File: src/rtl/dbmb_pkg.sv
package dbmb_pkg;
  localparam int MBOX_W = 32;
  localparam int CHAR_W = 8;

  localparam logic [MBOX_W-1:0] CODE_ALIVE      = 32'h1;
  localparam logic [MBOX_W-1:0] CODE_CONNECT    = 32'h2;
  localparam logic [MBOX_W-1:0] CODE_DISCONNECT = 32'h3;
  localparam logic [MBOX_W-1:0] CODE_CONSOLE    = 32'h5;
  localparam logic [MBOX_W-1:0] TX_FLAG         = 32'h8000_0000;

  localparam logic [CHAR_W-1:0] CHAR_LF = 8'h0A;
  localparam logic [CHAR_W-1:0] CHAR_CR = 8'h0D;

  localparam logic [1:0] ADDR_RX_MBOX = 2'd0;
  localparam logic [1:0] ADDR_TX_MBOX = 2'd1;
  localparam logic [1:0] ADDR_H2L_DB  = 2'd2;
  localparam logic [1:0] ADDR_L2H_DB  = 2'd3;

  // Strobes from the control engine to the datapath
  typedef struct packed {
    logic              pushChar;   // copy incoming mailbox byte into ring
    logic              flushRing;  // reset both ring pointers
    logic              clrRxMbox;  // zero the incoming mailbox
    logic              loadTx;     // post txChar into outgoing mailbox
    logic [CHAR_W-1:0] txChar;
    logic [MBOX_W-1:0] ringHost;   // bits to set in host-side doorbell
    logic [MBOX_W-1:0] ackLocal;   // bits to clear in incoming doorbell
  } dbmbStrobe_t;
endpackage

File: src/rtl/dbmb_datapath.sv
module dbmb_datapath
  import dbmb_pkg::*;
#(
  parameter int                DEPTH          = 256,
  parameter logic [MBOX_W-1:0] HOST_IRQ_MASK  = '1,
  parameter logic [MBOX_W-1:0] LOCAL_IRQ_MASK = '1,
  localparam int               PTR_W          = $clog2(DEPTH),
  localparam int               USED_W         = $clog2(DEPTH + 1)
) (
  input  logic              clk,
  input  logic              rstN,
  input  logic              hostWrEn,
  input  logic [1:0]        hostAddr,
  input  logic [MBOX_W-1:0] hostWrData,
  output logic [MBOX_W-1:0] hostRdData,
  input  logic              rxReady,
  input  dbmbStrobe_t       stb,
  output logic              rxValid,
  output logic [CHAR_W-1:0] rxChar,
  output logic [USED_W-1:0] rxUsed,
  output logic              rxPop,
  output logic              txMboxEmpty,
  output logic [MBOX_W-1:0] rxMboxWord,
  output logic [MBOX_W-1:0] txMboxWord,
  output logic [MBOX_W-1:0] h2lWord,
  output logic [MBOX_W-1:0] l2hWord,
  output logic              hostIrq,
  output logic              localIrq
);
  localparam logic [PTR_W-1:0] LAST_SLOT = PTR_W'(DEPTH - 1);

  logic [MBOX_W-1:0] rxMbox, txMbox, h2lDb, l2hDb;
  logic [CHAR_W-1:0] ring [DEPTH];
  logic [PTR_W-1:0]  wrPtr, rdPtr;
  logic [USED_W-1:0] used;

  logic wrRx, wrTx, wrH2l, wrL2h;
  assign wrRx  = hostWrEn && (hostAddr == ADDR_RX_MBOX);
  assign wrTx  = hostWrEn && (hostAddr == ADDR_TX_MBOX);
  assign wrH2l = hostWrEn && (hostAddr == ADDR_H2L_DB);
  assign wrL2h = hostWrEn && (hostAddr == ADDR_L2H_DB);

  always_ff @(posedge clk) begin
    if (!rstN)              rxMbox <= '0;
    else if (wrRx)          rxMbox <= hostWrData;
    else if (stb.clrRxMbox) rxMbox <= '0;
  end

  always_ff @(posedge clk) begin
    if (!rstN)           txMbox <= '0;
    else if (wrTx)       txMbox <= hostWrData;
    else if (stb.loadTx) txMbox <= TX_FLAG | MBOX_W'(stb.txChar);
  end

  always_ff @(posedge clk) begin
    if (!rstN) begin
      h2lDb <= '0;
      l2hDb <= '0;
    end else begin
      h2lDb <= (h2lDb & ~stb.ackLocal) | (wrH2l ? hostWrData : '0);
      l2hDb <= (l2hDb & ~(wrL2h ? hostWrData : '0)) | stb.ringHost;
    end
  end

  assign rxValid = (used != '0);
  assign rxPop   = rxValid && rxReady;

  always_ff @(posedge clk) begin
    if (stb.pushChar) ring[wrPtr] <= rxMbox[CHAR_W-1:0];
  end

  always_ff @(posedge clk) begin
    if (!rstN || stb.flushRing) begin
      wrPtr <= '0;
      rdPtr <= '0;
      used  <= '0;
    end else begin
      if (stb.pushChar) wrPtr <= (wrPtr == LAST_SLOT) ? '0 : wrPtr + 1'b1;
      if (rxPop)        rdPtr <= (rdPtr == LAST_SLOT) ? '0 : rdPtr + 1'b1;
      used <= used + USED_W'(stb.pushChar) - USED_W'(rxPop);
    end
  end

  assign rxChar      = ring[rdPtr];
  assign rxUsed      = used;
  assign txMboxEmpty = (txMbox == '0);
  assign hostIrq     = |(l2hDb & HOST_IRQ_MASK);
  assign localIrq    = |(h2lDb & LOCAL_IRQ_MASK);
  assign rxMboxWord  = rxMbox;
  assign txMboxWord  = txMbox;
  assign h2lWord     = h2lDb;
  assign l2hWord     = l2hDb;

  always_comb begin
    unique case (hostAddr)
      ADDR_RX_MBOX: hostRdData = rxMbox;
      ADDR_TX_MBOX: hostRdData = txMbox;
      ADDR_H2L_DB:  hostRdData = h2lDb;
      default:      hostRdData = l2hDb;
    endcase
  end
endmodule

File: src/rtl/dbmb_control.sv
module dbmb_control
  import dbmb_pkg::*;
#(
  parameter int  DEPTH  = 256,
  parameter int  MARGIN = 4,
  localparam int USED_W = $clog2(DEPTH + 1)
) (
  input  logic              clk,
  input  logic              rstN,
  input  logic              localIrq,
  input  logic [MBOX_W-1:0] h2lDb,
  input  logic [USED_W-1:0] rxUsed,
  input  logic              rxPop,
  input  logic              txMboxEmpty,
  input  logic              txValid,
  input  logic [CHAR_W-1:0] txChar,
  input  logic              dropLink,
  output dbmbStrobe_t       stb,
  output logic              txReady,
  output logic              linkUp,
  output logic              badCode,
  output logic              ringFull
);
  localparam logic [USED_W:0]   HIGH_MARK = (USED_W + 1)'(DEPTH - MARGIN);
  localparam logic [USED_W-1:0] CAPACITY  = USED_W'(DEPTH);

  logic isAlive, isConnect, isDisc, isData, isUnknown;
  logic pushNow, drainRelease, loadTx;
  logic [USED_W:0] usedAfter;
  logic txBusy;
  logic [CHAR_W-1:0] txHold;

  assign isAlive   = localIrq && (h2lDb == CODE_ALIVE);
  assign isConnect = localIrq && (h2lDb == CODE_CONNECT);
  assign isDisc    = localIrq && (h2lDb == CODE_DISCONNECT);
  assign isData    = localIrq && (h2lDb == CODE_CONSOLE);
  assign isUnknown = localIrq && !(isAlive || isConnect || isDisc || isData);

  always_comb begin
    pushNow      = isData && (rxUsed != CAPACITY);
    usedAfter    = {1'b0, rxUsed} + {{USED_W{1'b0}}, pushNow} - {{USED_W{1'b0}}, rxPop};
    drainRelease = !pushNow && rxPop && ringFull && (usedAfter < HIGH_MARK);
    loadTx       = txBusy && txMboxEmpty;

    stb           = '0;
    stb.pushChar  = pushNow;
    stb.flushRing = isConnect;
    stb.clrRxMbox = isConnect || (pushNow && (usedAfter <= HIGH_MARK)) || drainRelease;
    stb.loadTx    = loadTx;
    stb.txChar    = txHold;
    stb.ackLocal  = localIrq ? h2lDb : '0;
    stb.ringHost  = (isAlive  ? CODE_ALIVE      : '0)
                  | (dropLink ? CODE_DISCONNECT : '0)
                  | (loadTx   ? CODE_CONSOLE    : '0);
  end

  always_ff @(posedge clk) begin
    if (!rstN)             ringFull <= 1'b0;
    else if (isConnect)    ringFull <= 1'b0;
    else if (pushNow)      ringFull <= (usedAfter > HIGH_MARK);
    else if (drainRelease) ringFull <= 1'b0;
  end

  always_ff @(posedge clk) begin
    if (!rstN)                    linkUp <= 1'b0;
    else if (dropLink || isDisc)  linkUp <= 1'b0;
    else if (isConnect)           linkUp <= 1'b1;
  end

  always_ff @(posedge clk) begin
    if (!rstN)          badCode <= 1'b0;
    else if (isUnknown) badCode <= 1'b1;
  end

  assign txReady = !txBusy;

  always_ff @(posedge clk) begin
    if (!rstN) begin
      txBusy <= 1'b0;
      txHold <= '0;
    end else if (txValid && txReady) begin
      txBusy <= 1'b1;
      txHold <= txChar;
    end else if (loadTx) begin
      if (txHold == CHAR_LF) txHold <= CHAR_CR;
      else                   txBusy <= 1'b0;
    end
  end
endmodule

File: src/rtl/dbmb_console.sv
module dbmb_console
  import dbmb_pkg::*;
#(
  parameter int                DEPTH          = 256,
  parameter int                MARGIN         = 4,
  parameter logic [MBOX_W-1:0] HOST_IRQ_MASK  = '1,
  parameter logic [MBOX_W-1:0] LOCAL_IRQ_MASK = '1
) (
  input  logic        clk,
  input  logic        rstN,
  input  logic        hostWrEn,
  input  logic [1:0]  hostAddr,
  input  logic [31:0] hostWrData,
  output logic [31:0] hostRdData,
  output logic        hostIrq,
  input  logic        txValid,
  input  logic [7:0]  txChar,
  output logic        txReady,
  output logic        rxValid,
  output logic [7:0]  rxChar,
  input  logic        rxReady,
  input  logic        dropLink,
  output logic        localIrq,
  output logic        linkUp,
  output logic        badCode
);
  localparam int USED_W = $clog2(DEPTH + 1);

  dbmbStrobe_t       stb;
  logic [USED_W-1:0] rxUsed;
  logic              rxPop, txMboxEmpty, ringFull;
  logic [MBOX_W-1:0] rxMboxWord, txMboxWord, h2lWord, l2hWord;

  dbmb_datapath #(
    .DEPTH(DEPTH), .HOST_IRQ_MASK(HOST_IRQ_MASK), .LOCAL_IRQ_MASK(LOCAL_IRQ_MASK)
  ) uDp (
    .clk(clk), .rstN(rstN),
    .hostWrEn(hostWrEn), .hostAddr(hostAddr), .hostWrData(hostWrData), .hostRdData(hostRdData),
    .rxReady(rxReady), .stb(stb),
    .rxValid(rxValid), .rxChar(rxChar), .rxUsed(rxUsed), .rxPop(rxPop),
    .txMboxEmpty(txMboxEmpty),
    .rxMboxWord(rxMboxWord), .txMboxWord(txMboxWord), .h2lWord(h2lWord), .l2hWord(l2hWord),
    .hostIrq(hostIrq), .localIrq(localIrq)
  );

  dbmb_control #(.DEPTH(DEPTH), .MARGIN(MARGIN)) uCtl (
    .clk(clk), .rstN(rstN),
    .localIrq(localIrq), .h2lDb(h2lWord), .rxUsed(rxUsed), .rxPop(rxPop),
    .txMboxEmpty(txMboxEmpty), .txValid(txValid), .txChar(txChar), .dropLink(dropLink),
    .stb(stb), .txReady(txReady), .linkUp(linkUp), .badCode(badCode), .ringFull(ringFull)
  );
endmodule


File: config.mk
export PLATFORM = sky130hd
export DESIGN_NAME = dbmb_console
export DESIGN_NICKNAME = d
export VERILOG_FILES = /design/src/rtl/dbmb_pkg.sv /design/src/rtl/dbmb_datapath.sv /design/src/rtl/dbmb_control.sv /design/src/rtl/dbmb_console.sv
export SDC_FILE = /design/constraint.sdc
export NUM_CORES = 2
export LEC_CHECK = 0
export ABC_AREA = 1
export BUFFER_PORTS_ARGS = -buffer_cell sky130_fd_sc_hd__clkbuf_2
export CAP_MARGIN = 5
export CELL_PAD_IN_SITES_DETAIL_PLACEMENT = 2
export CELL_PAD_IN_SITES_GLOBAL_PLACEMENT = 2
export CORE_MARGIN = 5
export CORE_UTILIZATION = 43
export CTS_CLUSTER_DIAMETER = 30
export CTS_CLUSTER_SIZE = 40
export DETAILED_ROUTE_END_ITERATION = 10
export PLACE_DENSITY_LB_ADDON = 0.1
export RECOVER_POWER = 25
export SLEW_MARGIN = 20
export SYNTH_ARGS = -nofsm -noshare
export SYNTH_HDL_FRONTEND = slang
export SYNTH_SLANG_ARGS = --single-unit
File: constraint.sdc
create_clock -name clk -period 5.1 [get_ports clk]
set_input_delay 0.765 -clock clk [delete_from_list [all_inputs] [get_ports clk]]
set_output_delay 0.765 -clock clk [all_outputs]
set_load 0.01 [all_outputs]
==> reports/qor.csv <==
metric;value;unit
ys_top_cells_by_area;edfxtp_1, nand3_1, nand2_1, dfxtp_1, nor2_1;
areaGrowthSynthToFinish;23.0;%
worstSetupStartpointType;register;
p_int;0.0443;W
crit_type;reg2out;
vias_per_cell;6.03;
dpl.hpwl;188;mm
cts_made_buffers;546;
pwr-share-clk;55.3;%
cp.required;4340;ps
wirelength;363;mm
wl_per_cell;31.5;um
power_density;545;mW/mm^2
setup_violations;0;
dieHeight;470;um
vias;69400;
synth_area_leader_cell;edfxtp_1;
fin_ws;52.5;ps
p_seq_share;32.8;%
final_cell_mix;edfxtp_1, nand2_1, nand3_1;
sw_frac_of_total;27.2;%
worstPathMaxFanout;74;
grt_pass1_vias;77400;
fin_area;0.112;mm^2
ys_seq_area_share;71.4;%
io_buffers;93;
drtIter0Drc;6776;
reg2reg_depth;1;
hp-class;in2reg;
tns;0;ps
synth-seq-cells;2221;
gr-usage-all-layers;32.0;%
cts_max_path_buffers;4;
syn_nets;8043;
grt_pass1_wl;532;mm
drc;0;
min_path_cells;3;
violations;max-capacitance violations, max-slew violations;
coreArea;0.210;mm^2
min_period;5050;ps
synthArstFlopShare;0;%
ctsHtreeMaxLevel;6;
fin_nets;8344;
drtPass1Iterations;5;
pin_count;94;
hold_violations;0;
rsz0062_at_grt;no;
clkLatencyLatePin;950;ps
overflow;0;
placed_cell_area;0.0943;mm^2
grt_start_max_net_pins;173;
synthCells;7976;
p_sw;0.0166;W
max_freq;198;MHz
period_share;99.0;%
synth_ff_type;edfxtp_1;
cts-root-buf;clkbuf_16;
slew_headroom;-118;%
instances_no_fill;11500;
maxSlewViolCount;1264;
path_clk_slew;50;ps
leakagePower;41.8;nW
worstSetupEndpointType;output port;
die_w;470;um
clock_sinks;2221;
synthDominantCellAreaShare;67.6;%
place_inst;10500;
die-area;0.221;mm^2
synth_area_per_cell;11.4;um^2
pre_cts_slack;820;ps
finClkSkew;51.3;ps
tightest_slew;3270;ps
antenna_left;0;
syn-cell-area;0.0910;mm^2
combPwrFrac;11.8;%
start_util;43.3;%
cp.arrival;4280;ps
cts_tree;built;
num_rows;168;
antenna_found_initial;9;
finalWeightedCongestion;0.815;
peakVddDrop;406;uV
yosysWarnings;0;
fillers;19900;
drive_gt1_share;12.8;%
drv_cap;16;
final_common_cell;edfxtp_1;
synth.distinct_cells;45;
status;finished with violations;
synth-edff-count;2048;
## registers in the layout (all words and copies together) (netlist names), named ones only
register,count
uDp.txMboxWord,32
uCtl.ringFull,1
uDp.ring,2048
uDp.rdPtr,8
uDp.wrPtr,8
uDp.rxUsed,9
uDp.h2lWord,32
uCtl.txHold,8
uDp.l2hWord,32
uCtl.linkUp,1
uCtl.txBusy,1
uCtl.badCode,1
uDp.rxMboxWord,32
## through the flow
stage	utilization [%]	total power, W	hold slack, ps
6_report	53.3	0.0609	98.8
5_1_grt	53.3	0.0628	77.1
4_1_cts	53.2	0.0611	43.8
3_5_place_dp	44.9	0.0271	449
3_3_place_gp	44.9	0.0268	436
2_1_floorplan	-	0.0247	428
## power groups by stage
stage	clock (W)	sequential, W	combinational [W]
5_1_grt	0.0351	0.0200	0.00769
2_1_floorplan	0	0.0204	0.00435
4_1_cts	0.0340	0.0200	0.00709
3_3_place_gp	0	0.0203	0.00645
6_report	0.0337	0.0200	0.00720
3_5_place_dp	0	0.0204	0.00673
## synthesized netlist by cell type (2+ instances only)
| library cell | count |
|---|---|
| nor4_1 | 6 |
| edfxtp_1 | 2048 |
| inv_1 | 230 |
| a221oi_1 | 12 |
| o21bai_1 | 2 |
| o22ai_1 | 72 |
| nor3_2 | 2 |
| buf_6 | 51 |
| a211oi_1 | 4 |
| a31oi_1 | 2 |
| nor2_2 | 7 |
| and3_1 | 2 |
| xor2_1 | 2 |
| dfxtp_1 | 173 |
| a221o_1 | 2 |
| nor2_4 | 3 |
| buf_2 | 216 |
| ha_1 | 18 |
| nand2_4 | 5 |
| nand2_2 | 13 |
| nand3_1 | 1805 |
| buf_1 | 54 |
| o21ai_0 | 269 |
| inv_2 | 5 |
| clkbuf_1 | 195 |
| a21oi_1 | 154 |
| nand4_1 | 45 |
| o211ai_1 | 2 |
| o2111ai_1 | 10 |
| nor2_1 | 490 |
| a311oi_1 | 2 |
| nor3_1 | 35 |
| nand2_1 | 2009 |
| buf_4 | 18 |
| or2_2 | 3 |
## what timing repair did
item / CTS / global route
setup buffers: 1 / 10
endpoints found under the setup margin: 8 / 7
gates resized for setup: 11 / 4
hold buffers: 0 / 0
## cell type report
type | instances | area (um^2) | share of cell area (%)
clock inverter | 312 | 3010 | 2.69
inverter | 236 | 943 | 0.843
sequential | 2221 | 65000 | 58.1
tap | 2805 | 3510 | 3.14
antenna | 5 | 12.5 | 0.0112
timing repair buffer | 288 | 2540 | 2.27
clock buffer | 646 | 14400 | 12.9
multi-input combinational | 4984 | 22400 | 20.0
## critical path, stage by stage, from the launching register on
cell and delay (ps):
dfxtp_4 340, buf_12 160, inv_16 290, buf_16 300, buf_4 280, nand3_1 150, nand3_1 120, nand3_1 260
nand3_1 220, nand3_1 160, nand3_1 190, nand2_1 270, nand2_1 140, nand2_1 140, clkbuf_2 170
## metal layers
metal	up-vias	global-route usage [%]	wire length, um
met5	-	0	27
met4	4	13.5	16100
met3	861	5.66	22400
met2	2937	54.9	181000
met1	36500	40.2	143000
li1	29100	-	-
## worst paths after layout
check | end | slack, ps | startpoint
max | rxChar[6] | 50 | register
min | uCtl.txHold[6] | 100 | txChar[6]
max reg2reg | uDp.ring[153][6] | 600 | uDp.rxMboxWord[6]
min reg2reg | uDp.l2hWord[27] | 460 | uDp.l2hWord[27]
## logic make-up (layout without fill, tap and decap cells)
| group | count (synthesis) | in the layout | synth area share [%] |
|---|---|---|---|
| buffers and inverters | 771 | 1482 | 3.99 |
| DFF | 2221 | 2221 | 71.4 |
| other | 0 | 5 | 0 |
| xor gates and xnor gates | 3 | 3 | 0.0289 |
| and+or+nand+nor | 4429 | 4429 | 21.1 |
| adders and majority gates | 19 | 19 | 0.270 |
| AOI/OAI and AO/OA | 533 | 533 | 3.17 |
Power figures use the tool's default switching activity.
